===== config.mk =====
export PLATFORM = sky130hd
export DESIGN_NAME = stripe_pattern_gen
export DESIGN_NICKNAME = d
export VERILOG_FILES = /design/src/rtl/stripe_pkg.sv /design/src/rtl/sg_timing.sv /design/src/rtl/sg_mode_ctl.sv /design/src/rtl/sg_pixel.sv /design/src/rtl/stripe_pattern_gen.sv
export SDC_FILE = /design/constraint.sdc
export NUM_CORES = 1
export LEC_CHECK = 0
export BUFFER_PORTS_ARGS = -buffer_cell sky130_fd_sc_hd__buf_4
export CAP_MARGIN = 40
export CORE_MARGIN = 1
export CORE_UTILIZATION = 35
export DETAILED_ROUTE_END_ITERATION = 8
export PLACE_DENSITY = 0.61
export SYNTH_ARGS = -nofsm -noshare
export SYNTH_HDL_FRONTEND = slang
export SYNTH_SLANG_ARGS = --single-unit

===== constraint.sdc =====
create_clock -name clk -period 2.5 [get_ports clk]
set_input_delay 0.25 -clock clk [delete_from_list [all_inputs] [get_ports clk]]
set_output_delay 0.25 -clock clk [all_outputs]
set_load 0.1 [all_outputs]

===== src/rtl/stripe_pkg.sv =====
package stripe_pkg;

    typedef logic [11:0] rgb_t;

    localparam rgb_t RGB_RED = 12'hF00;
    localparam rgb_t RGB_GRN = 12'h0F0;
    localparam rgb_t RGB_BLU = 12'h00F;
    localparam rgb_t RGB_BLK = 12'h000;

    localparam int NUM_BANDS = 8;

    typedef enum logic [1:0] {
        MODE_HBANDS  = 2'd0,
        MODE_VBANDS  = 2'd1,
        MODE_OVERLAY = 2'd2
    } mode_e;

    // Colour of band idx; the sequence is fixed.
    function automatic rgb_t band_colour(input logic [2:0] idx);
        case (idx)
            3'd0, 3'd4, 3'd6: band_colour = RGB_RED;
            3'd2, 3'd5:       band_colour = RGB_GRN;
            default:          band_colour = RGB_BLU;
        endcase
    endfunction

    // Mode ring: 0 -> 1 -> 2 -> 0
    function automatic mode_e mode_after(input mode_e m);
        case (m)
            MODE_HBANDS: mode_after = MODE_VBANDS;
            MODE_VBANDS: mode_after = MODE_OVERLAY;
            default:     mode_after = MODE_HBANDS;
        endcase
    endfunction

endpackage


===== src/rtl/sg_timing.sv =====
module sg_timing #(
    parameter int H_ACTIVE = 640,
    parameter int H_FP     = 16,
    parameter int H_SYNC   = 96,
    parameter int H_BP     = 48,
    parameter int V_ACTIVE = 480,
    parameter int V_FP     = 10,
    parameter int V_SYNC   = 2,
    parameter int V_BP     = 33,
    parameter int XW       = 10,
    parameter int YW       = 10
) (
    input  logic          clk,
    input  logic          rst_n,
    input  logic          pix_en,
    output logic [XW-1:0] x,
    output logic [YW-1:0] y,
    output logic          hsync,
    output logic          vsync,
    output logic          active,
    output logic          frame_end
);
    localparam int H_TOTAL = H_ACTIVE + H_FP + H_SYNC + H_BP;
    localparam int V_TOTAL = V_ACTIVE + V_FP + V_SYNC + V_BP;

    localparam logic [XW-1:0] H_LAST = XW'(H_TOTAL - 1);
    localparam logic [XW-1:0] H_VIS  = XW'(H_ACTIVE);
    localparam logic [XW-1:0] HS_BEG = XW'(H_ACTIVE + H_FP);
    localparam logic [XW-1:0] HS_END = XW'(H_ACTIVE + H_FP + H_SYNC);
    localparam logic [YW-1:0] V_LAST = YW'(V_TOTAL - 1);
    localparam logic [YW-1:0] V_VIS  = YW'(V_ACTIVE);
    localparam logic [YW-1:0] VS_BEG = YW'(V_ACTIVE + V_FP);
    localparam logic [YW-1:0] VS_END = YW'(V_ACTIVE + V_FP + V_SYNC);

    typedef struct packed {
        logic [XW-1:0] h;
        logic [YW-1:0] v;
    } cnt_t;

    cnt_t cnt_d, cnt_q;
    logic h_last, v_last;

    assign h_last = (cnt_q.h == H_LAST);
    assign v_last = (cnt_q.v == V_LAST);

    always_comb begin
        cnt_d = cnt_q;
        if (pix_en) begin
            if (h_last) begin
                cnt_d.h = '0;
                cnt_d.v = v_last ? '0 : cnt_q.v + 1'b1;
            end else begin
                cnt_d.h = cnt_q.h + 1'b1;
            end
        end
    end

    always_ff @(posedge clk) begin
        if (!rst_n) cnt_q <= '0;
        else        cnt_q <= cnt_d;
    end

    assign x         = cnt_q.h;
    assign y         = cnt_q.v;
    assign hsync     = !((cnt_q.h >= HS_BEG) && (cnt_q.h < HS_END));
    assign vsync     = !((cnt_q.v >= VS_BEG) && (cnt_q.v < VS_END));
    assign active    = (cnt_q.h < H_VIS) && (cnt_q.v < V_VIS);
    assign frame_end = pix_en && h_last && v_last;

endmodule


===== src/rtl/sg_mode_ctl.sv =====
module sg_mode_ctl
    import stripe_pkg::*;
(
    input  logic  clk,
    input  logic  rst_n,
    input  logic  step,
    input  logic  frame_end,
    output mode_e mode
);
    typedef struct packed {
        mode_e req;
        mode_e cur;
    } mode_st_t;

    mode_st_t st_d, st_q;

    always_comb begin
        st_d = st_q;
        if (frame_end) st_d.cur = st_q.req;
        if (step)      st_d.req = mode_after(st_q.req);
    end

    always_ff @(posedge clk) begin
        if (!rst_n) st_q <= '{req: MODE_HBANDS, cur: MODE_HBANDS};
        else        st_q <= st_d;
    end

    assign mode = st_q.cur;

endmodule


===== src/rtl/sg_pixel.sv =====
module sg_pixel
    import stripe_pkg::*;
#(
    parameter int H_ACTIVE = 640,
    parameter int V_ACTIVE = 480,
    parameter int XW       = 10,
    parameter int YW       = 10
) (
    input  mode_e         mode,
    input  logic [XW-1:0] x,
    input  logic [YW-1:0] y,
    input  logic          active,
    input  rgb_t          ovl,
    output rgb_t          rgb
);
    localparam int BAND_W = H_ACTIVE / NUM_BANDS;
    localparam int BAND_H = V_ACTIVE / NUM_BANDS;

    logic [XW-1:0] col_band;
    logic [YW-1:0] row_band;

    assign col_band = x / XW'(BAND_W);
    assign row_band = y / YW'(BAND_H);

    always_comb begin
        rgb = RGB_BLK;
        if (active) begin
            case (mode)
                MODE_HBANDS:  rgb = band_colour(row_band[2:0]);
                MODE_VBANDS:  rgb = band_colour(col_band[2:0]);
                MODE_OVERLAY: rgb = ovl;
                default:      rgb = RGB_BLK;
            endcase
        end
    end

endmodule


===== src/rtl/stripe_pattern_gen.sv =====
module stripe_pattern_gen
    import stripe_pkg::*;
#(
    parameter int H_ACTIVE = 640,
    parameter int H_FP     = 16,
    parameter int H_SYNC   = 96,
    parameter int H_BP     = 48,
    parameter int V_ACTIVE = 480,
    parameter int V_FP     = 10,
    parameter int V_SYNC   = 2,
    parameter int V_BP     = 33,
    parameter int XW       = $clog2(H_ACTIVE + H_FP + H_SYNC + H_BP),
    parameter int YW       = $clog2(V_ACTIVE + V_FP + V_SYNC + V_BP)
) (
    input  logic          clk,
    input  logic          rst_n,
    input  logic          pix_en,
    input  logic          mode_step,
    input  logic [11:0]   ovl_rgb,
    output logic          hsync,
    output logic          vsync,
    output logic [11:0]   rgb,
    output logic          active,
    output logic [XW-1:0] pix_x,
    output logic [YW-1:0] pix_y
);
    logic  frame_end;
    mode_e mode;

    sg_timing #(
        .H_ACTIVE(H_ACTIVE), .H_FP(H_FP), .H_SYNC(H_SYNC), .H_BP(H_BP),
        .V_ACTIVE(V_ACTIVE), .V_FP(V_FP), .V_SYNC(V_SYNC), .V_BP(V_BP),
        .XW(XW), .YW(YW)
    ) u_timing (
        .clk(clk), .rst_n(rst_n), .pix_en(pix_en),
        .x(pix_x), .y(pix_y), .hsync(hsync), .vsync(vsync),
        .active(active), .frame_end(frame_end)
    );

    sg_mode_ctl u_mode (
        .clk(clk), .rst_n(rst_n), .step(mode_step),
        .frame_end(frame_end), .mode(mode)
    );

    sg_pixel #(
        .H_ACTIVE(H_ACTIVE), .V_ACTIVE(V_ACTIVE), .XW(XW), .YW(YW)
    ) u_pixel (
        .mode(mode), .x(pix_x), .y(pix_y), .active(active),
        .ovl(ovl_rgb), .rgb(rgb)
    );

endmodule


## Yosys cells after proc, flatten, opt, wreduce, memory -nomap -nowiden

Cells that the tools add are included.
W data, S select, Z words.

| storage, ports and cells | value |
|---|---|
| bits in registers | 24 |
| input bits | 16 |
| memory bits (read-only) | 0 |
| latch bits | 0 |
| memories | 0 |
| RAM bits | 0 |

| cells by class | value |
|---|---|
| $add $sub $neg | 2 |
| $mul | 0 |
| div/mod/pow operators | 2 |
| bitwise gates (word level) | 0 |
| reduce and logical (&&, ||, !) cells | 16 |
| $lt $le $gt $ge | 6 |
| mux-type cells | 7 |
| shifts and indexed selects | 0 |
| equality and inequality tests | 13 |

Operator list:

| kind | number |
|---|---|
| $pmux W12 S2 | 2 |
| $pmux W12 S3 | 1 |
| $add A10 B1 Y10 const B | 2 |
| $eq A10 B10 Y1 const B | 2 |
| $lt A10 B10 Y1 const B | 2 |
| $lt A10 B9 Y1 const B | 2 |
| $mux W10 | 2 |
| $eq A3 B3 Y1 const B | 6 |
| $mux W12 | 1 |
| $div A10 B6 Y10 const B | 1 |
| $div A10 B7 Y10 const B | 1 |
| $ge A10 B10 Y1 const B | 1 |
| $ge A10 B9 Y1 const B | 1 |
| $eq A3 B2 Y1 const B | 2 |
| $logic_not A3 Y1 | 2 |
| $reduce_or A3 Y1 | 2 |
| $logic_and A1 B1 Y1 | 5 |
| $eq A2 B1 Y1 const B | 2 |
| $logic_not A2 Y1 | 2 |
| $pmux W2 S2 | 1 |
| $reduce_or A2 Y1 | 2 |
| $eq A2 B2 Y1 const B | 1 |
| $logic_not A1 Y1 | 2 |
| $reduce_and A2 Y1 | 1 |

## Depth between registers and ports, before layout

| depth | value |
|---|---|
| depth after elaboration | 6 |
| mapped depth | 8 |
| depth with buffers taken out | 7 |

## Modules after synthesis

A second synthesis with hierarchy kept.

| unflattened totals | value |
|---|---|
| cell total of the unflattened synthesis | 260 |
| area total of the unflattened synthesis | 1971.9 sq um |

By module, submodules not included:

| module | area an instance (sq um) | times used | cells an instance |
|---|---|---|---|
| sg_timing | 1048.5 | 1 | 124 |
| sg_pixel | 749.5 | 1 | 120 |
| sg_mode_ctl | 173.9 | 1 | 16 |

## Worst setup path before layout

OpenSTA, ideal clock, no wires.

| timing path | value |
|---|---|
| path kind | reg-to-output |
| start | reg u_timing.cnt_q, in the netlist u_timing.y[5] |
| end | out rgb[6] |
| slack | -2.986 ns |
| cell stages (with the launch flop) | 9 |
| path buffers | 3 |
| data arrival time | 5.236 ns |
| data required time | 2.250 ns |
| path through | dfxtp_1 buf_4 buf_4 and4_1 nor3_1 and3b_1 clkbuf_1 a21oi_1 o21ai_0 |

| between the ends | value |
|---|---|
| elaborated cells between the ends (all ways) | 13 |

RTL lines:

| element | RTL line | text |
|---|---|---|
| start, declared | sg_timing.sv:40 | `cnt_t cnt_d, cnt_q;` |
| start signal, assigned | sg_timing.sv:60 | `else cnt_q <= cnt_d;` |
| $lt A10 B9 Y1 | sg_timing.sv:67 | `assign active = (cnt_q.h < H_VIS) && (cnt_q.v < V_VIS);` |
| $logic_and A1 B1 Y1 | sg_timing.sv:67 |  |
| net active | stripe_pattern_gen.sv:23 | `output logic active,` |
| $mux W12 | sg_pixel.sv:27 | `if (active) begin` |
| end, declared | stripe_pattern_gen.sv:22 | `output logic [11:0] rgb,` |

The timed path passes the listed nets, and every way through them passes these cells.

## Worst setup path after layout

| timing path | value |
|---|---|
| start | reg u_timing.cnt_q, in the netlist u_timing.y[5] |
| end | out rgb[2] |

| between the ends | value |
|---|---|
| cells in the longest elaborated chain, start to end | 6 |
| elaborated cells between the ends (all ways) | 13 |

RTL lines:

| element | RTL line | text |
|---|---|---|
| $div A10 B6 Y10 | sg_pixel.sv:23 | `assign row_band = y / YW'(BAND_H);` |
| $eq A3 B3 Y1, or another cell as far along | stripe_pkg.sv:20 | `case (idx)` |
| $reduce_or A3 Y1 or $reduce_or A2 Y1 (tied branches) | stripe_pkg.sv:20 |  |
| $pmux W12 S2 | stripe_pkg.sv:20 |  |
| $pmux W12 S3 | sg_pixel.sv:28 | `case (mode)` |
| $mux W12 (*) | sg_pixel.sv:27 |  |

Mark *: on every way between the ends. The rest lies on a longest branch, timed or not.

==> metrics.txt <==
status=complete, but fails checks; failing checks=setup timing; Finish-stage setup viols=12; antenna-violating nets left=0; crit path time final=2580 ps; post-DP HPWL=4050 um; xor and xnor area share after synthesis=8.17%; final worst slack=-79.9 ps; Ys Warns=0; Synth area leaders=dfxtp_1, nor2_1, nand2_1; Hold Path Origin=mode_step; Detailed Route WL=5710 um; Vias/cell=5.26; die area=6130 um^2; IO buf count=50; routed via count=2,137; kind of critical path=flip-flop to output pin; Yosys top cell area share=23.6%; met2 usage=35.0%; synth unique cells=60; fin cells=406; compound-cell area share of the yosys netlist=21.2%; First DRT Iteration DRCs=180; global route overflow=0; Mapped Cells=266; largest net degree at the start of global routing=17; crit path max-delay cell type=or3_4; leading area contributor after synthesis=dfxtp_1; max incr delay on CP=400 ps; Reg-to-Reg Start=u_timing.x[9]; Netlist Area Pre-Place=2040 um^2; crit path cell chain=o211ai_1 -> nor2_2 -> or2_1 -> a221o_1 -> or3_4 -> o21ai_4 -> buf_12; clock tree buffer depth=2; Final Total Pwr=0.687 mW; Post-Place Cells=390; Pleak=1.24 nW; clk root buf=clkbuf_8; Worst setup EP type=output pin; overall routing resource usage=19.8%; TritonRoute pass-1 iters=4; PwrDens=218 nW/um^2; mux cell area share after synthesis=2.52%; Post-Synth Adder-Cell Area=3.50%; crit-path max FO=7; DRC=0; Final period util=103%; dpl cell area=2760 um^2; Slew @ Worst Pin=767 ps; Post-Syn Area per Cell=7.65 um^2; IO Pins=51; CTS tree=yes; Placeable Area=5540 um^2; Rel. slew slack=48.5%; dominant synthesized flop cell=dfxtp_1; RSZ-0062 raised after global routing=yes; R2R cell count=7; min-delay worst type=primary input to flip-flop; CTS clk-pin slew, worst paths=80 ps; P&R area growth vs syn=54.8%; final instance area=3150 um^2; Clock Skew=3.93 ps; FMAX=0.388 GHz; Die Wd=78.3 um; Worst Path Arrival=2330 ps; CTS Sinks=24; GR Util met1=26.0%; sequential share of the synthesized area=23.6%; Net count, final=355; worst setup path startpoint=u_timing.y[5]; routed len/inst=14.1 um; Max Cap Violations=0; R2R Setup Slk=580 ps; DIE HEIGHT=78.3 um; simple-gate share of the synthesized area=34.5%; Final Max Tran Viols=0; Peak VDD IR=241 uV; syn nets=286; Post-synth ARST share=0%; Final Hold Vio Count=0; Placement Rows=27; EDFF count, synth=0; worst hold path stage count=3; largest family of logic cells by synthesized area=simple AND/OR/NAND/NOR gates; RR Endpoint=u_timing.y[9]; CTS buffer count=3; ANT cells=0; Initial Utilization=36.7%; Worst Setup Start Kind=flip-flop; met3 Resource Use GR=1.40%; initial antenna violation count=0; global-route wire length before repair=9940 um; GP Congestion=0.821; Worst Path Required=2250 ps; vias in the first global route=2,070; hold path endpoint=u_mode.st_q[3]; grt peak-use layer=met2; H-Tree Depth=1; layout cells sized above 1=45.2%; worst skew pair latency=260 ps; Seq cells post-synth=24
-- logic make-up after synthesis --
logic type | count (synthesis)
AND/OR/NAND/NOR | 126
AO/OA/AOI/OAI | 61
buffers and inverters | 25
flip-flops | 24
XOR/XNOR | 19
adder cells (fa/ha/maj) | 6
multiplexers | 5
-- metal layers --
metal | part of all wire, % | wire length [um]
met1 | 45 | 2590
met2 | 50 | 2860
met3 | 3.3 | 186
met4 | 1.2 | 68
met5 | 0 | 0
-- cell usage after synthesis, drive strengths merged, types with 2 or more instances --
cell type and number:
nor2 29, nand2 25, dfxtp 24, a21oi 15, o21ai 15, clkbuf 11
buf 10, nor2b 10, xor2 10, nand2b 9, xnor2 9, nand4 8
and2 6, nor3 5, a211oi 4, a21boi 4, ha 4, inv 4
mux2i 4, nand3 4, nand3b 4, nor4 4, or2 4, or3 4
and3 3, and4 3, o21a 3, a311oi 2, a31oi 2, and3b 2
maj3 2, nand4b 2, nor3b 2, o211ai 2, o31ai 2
-- layout make-up --
| type | count | area, um^2 |
|---|---|---|
| fill | 512 | 2390 |
| tap | 72 | 90.1 |
| timing repair buffer | 85 | 803 |
| clock buffer | 4 | 45.0 |
| multi-input combinational | 217 | 1680 |
| sequential | 24 | 515 |
| inverter | 4 | 15.0 |
-- power breakdown --
group	switching (mW)	internal (mW)	leakage (nW)	total, mW
combinational	0.0433	0.0292	1.01	0.0725
sequential	0.00735	0.380	0.203	0.387
clock	0.114	0.114	0.0228	0.228
-- flip-flops by register name (all words and copies together), names as in the netlist --
| register | cells |
|---|---|
| u_mode.st_q | 2 |
| u_timing.y | 10 |
| u_mode.mode | 2 |
| u_timing.x | 10 |
-- stage by stage --
| stage | setup slack [ps] | utilization, % | hold slack [ps] | TNS [ps] |
|---|---|---|---|---|
| 6_report | -79.9 | 56.9 | 283 | -793 |
| 4_1_cts | -119 | 56.2 | 283 | -951 |
| 3_5_place_dp | -20.6 | 49.8 | 502 | -58.6 |
| 2_1_floorplan | -342 | - | 387 | -3990 |
| 3_3_place_gp | 26.6 | 49.8 | 489 | 0 |
| 5_1_grt | -191 | 56.9 | 285 | -2020 |
-- critical path: cells and delay by family, from the launching register on --
| kind | cells | cell delay [ps] |
|---|---|---|
| AND/OR/NAND/NOR | 3 | 710 |
| AO/OA/AOI/OAI | 3 | 790 |
| flip-flops | 1 | 380 |
| buffers and inverters | 1 | 190 |
-- layout by cell type, fill, tap and decap left out, types with 5 or more instances in the layout --
cell type / instances
a21oi_2: 8
o21ai_4: 9
a21oi_1: 7
xnor2_1: 9
dfxtp_4: 7
dfxtp_2: 7
and2_1: 5
nand4_1: 8
nor2b_1: 10
dfxtp_1: 10
buf_4: 69
buf_12: 12
nand2_1: 21
nor2_1: 27
xor2_1: 10
nand2b_1: 9
-- worst max-delay path by stage --
| stage | endpoint | cells past startpoint |
|---|---|---|
| after floorplan | rgb[6] | 8 |
| after global placement | rgb[11] | 7 |
| after detailed placement | rgb[11] | 8 |
| after CTS | rgb[3] | 7 |
| after global routing | rgb[2] | 7 |
| final | rgb[2] | 7 |
-- repair_timing --
item	4_1_cts	5_1_grt
pin swaps	18	6
resized for setup	59	10
setup buffers	11	1
hold buffers	0	0
setup endpoints to repair	12	12
Power figures use the tool's default switching activity.
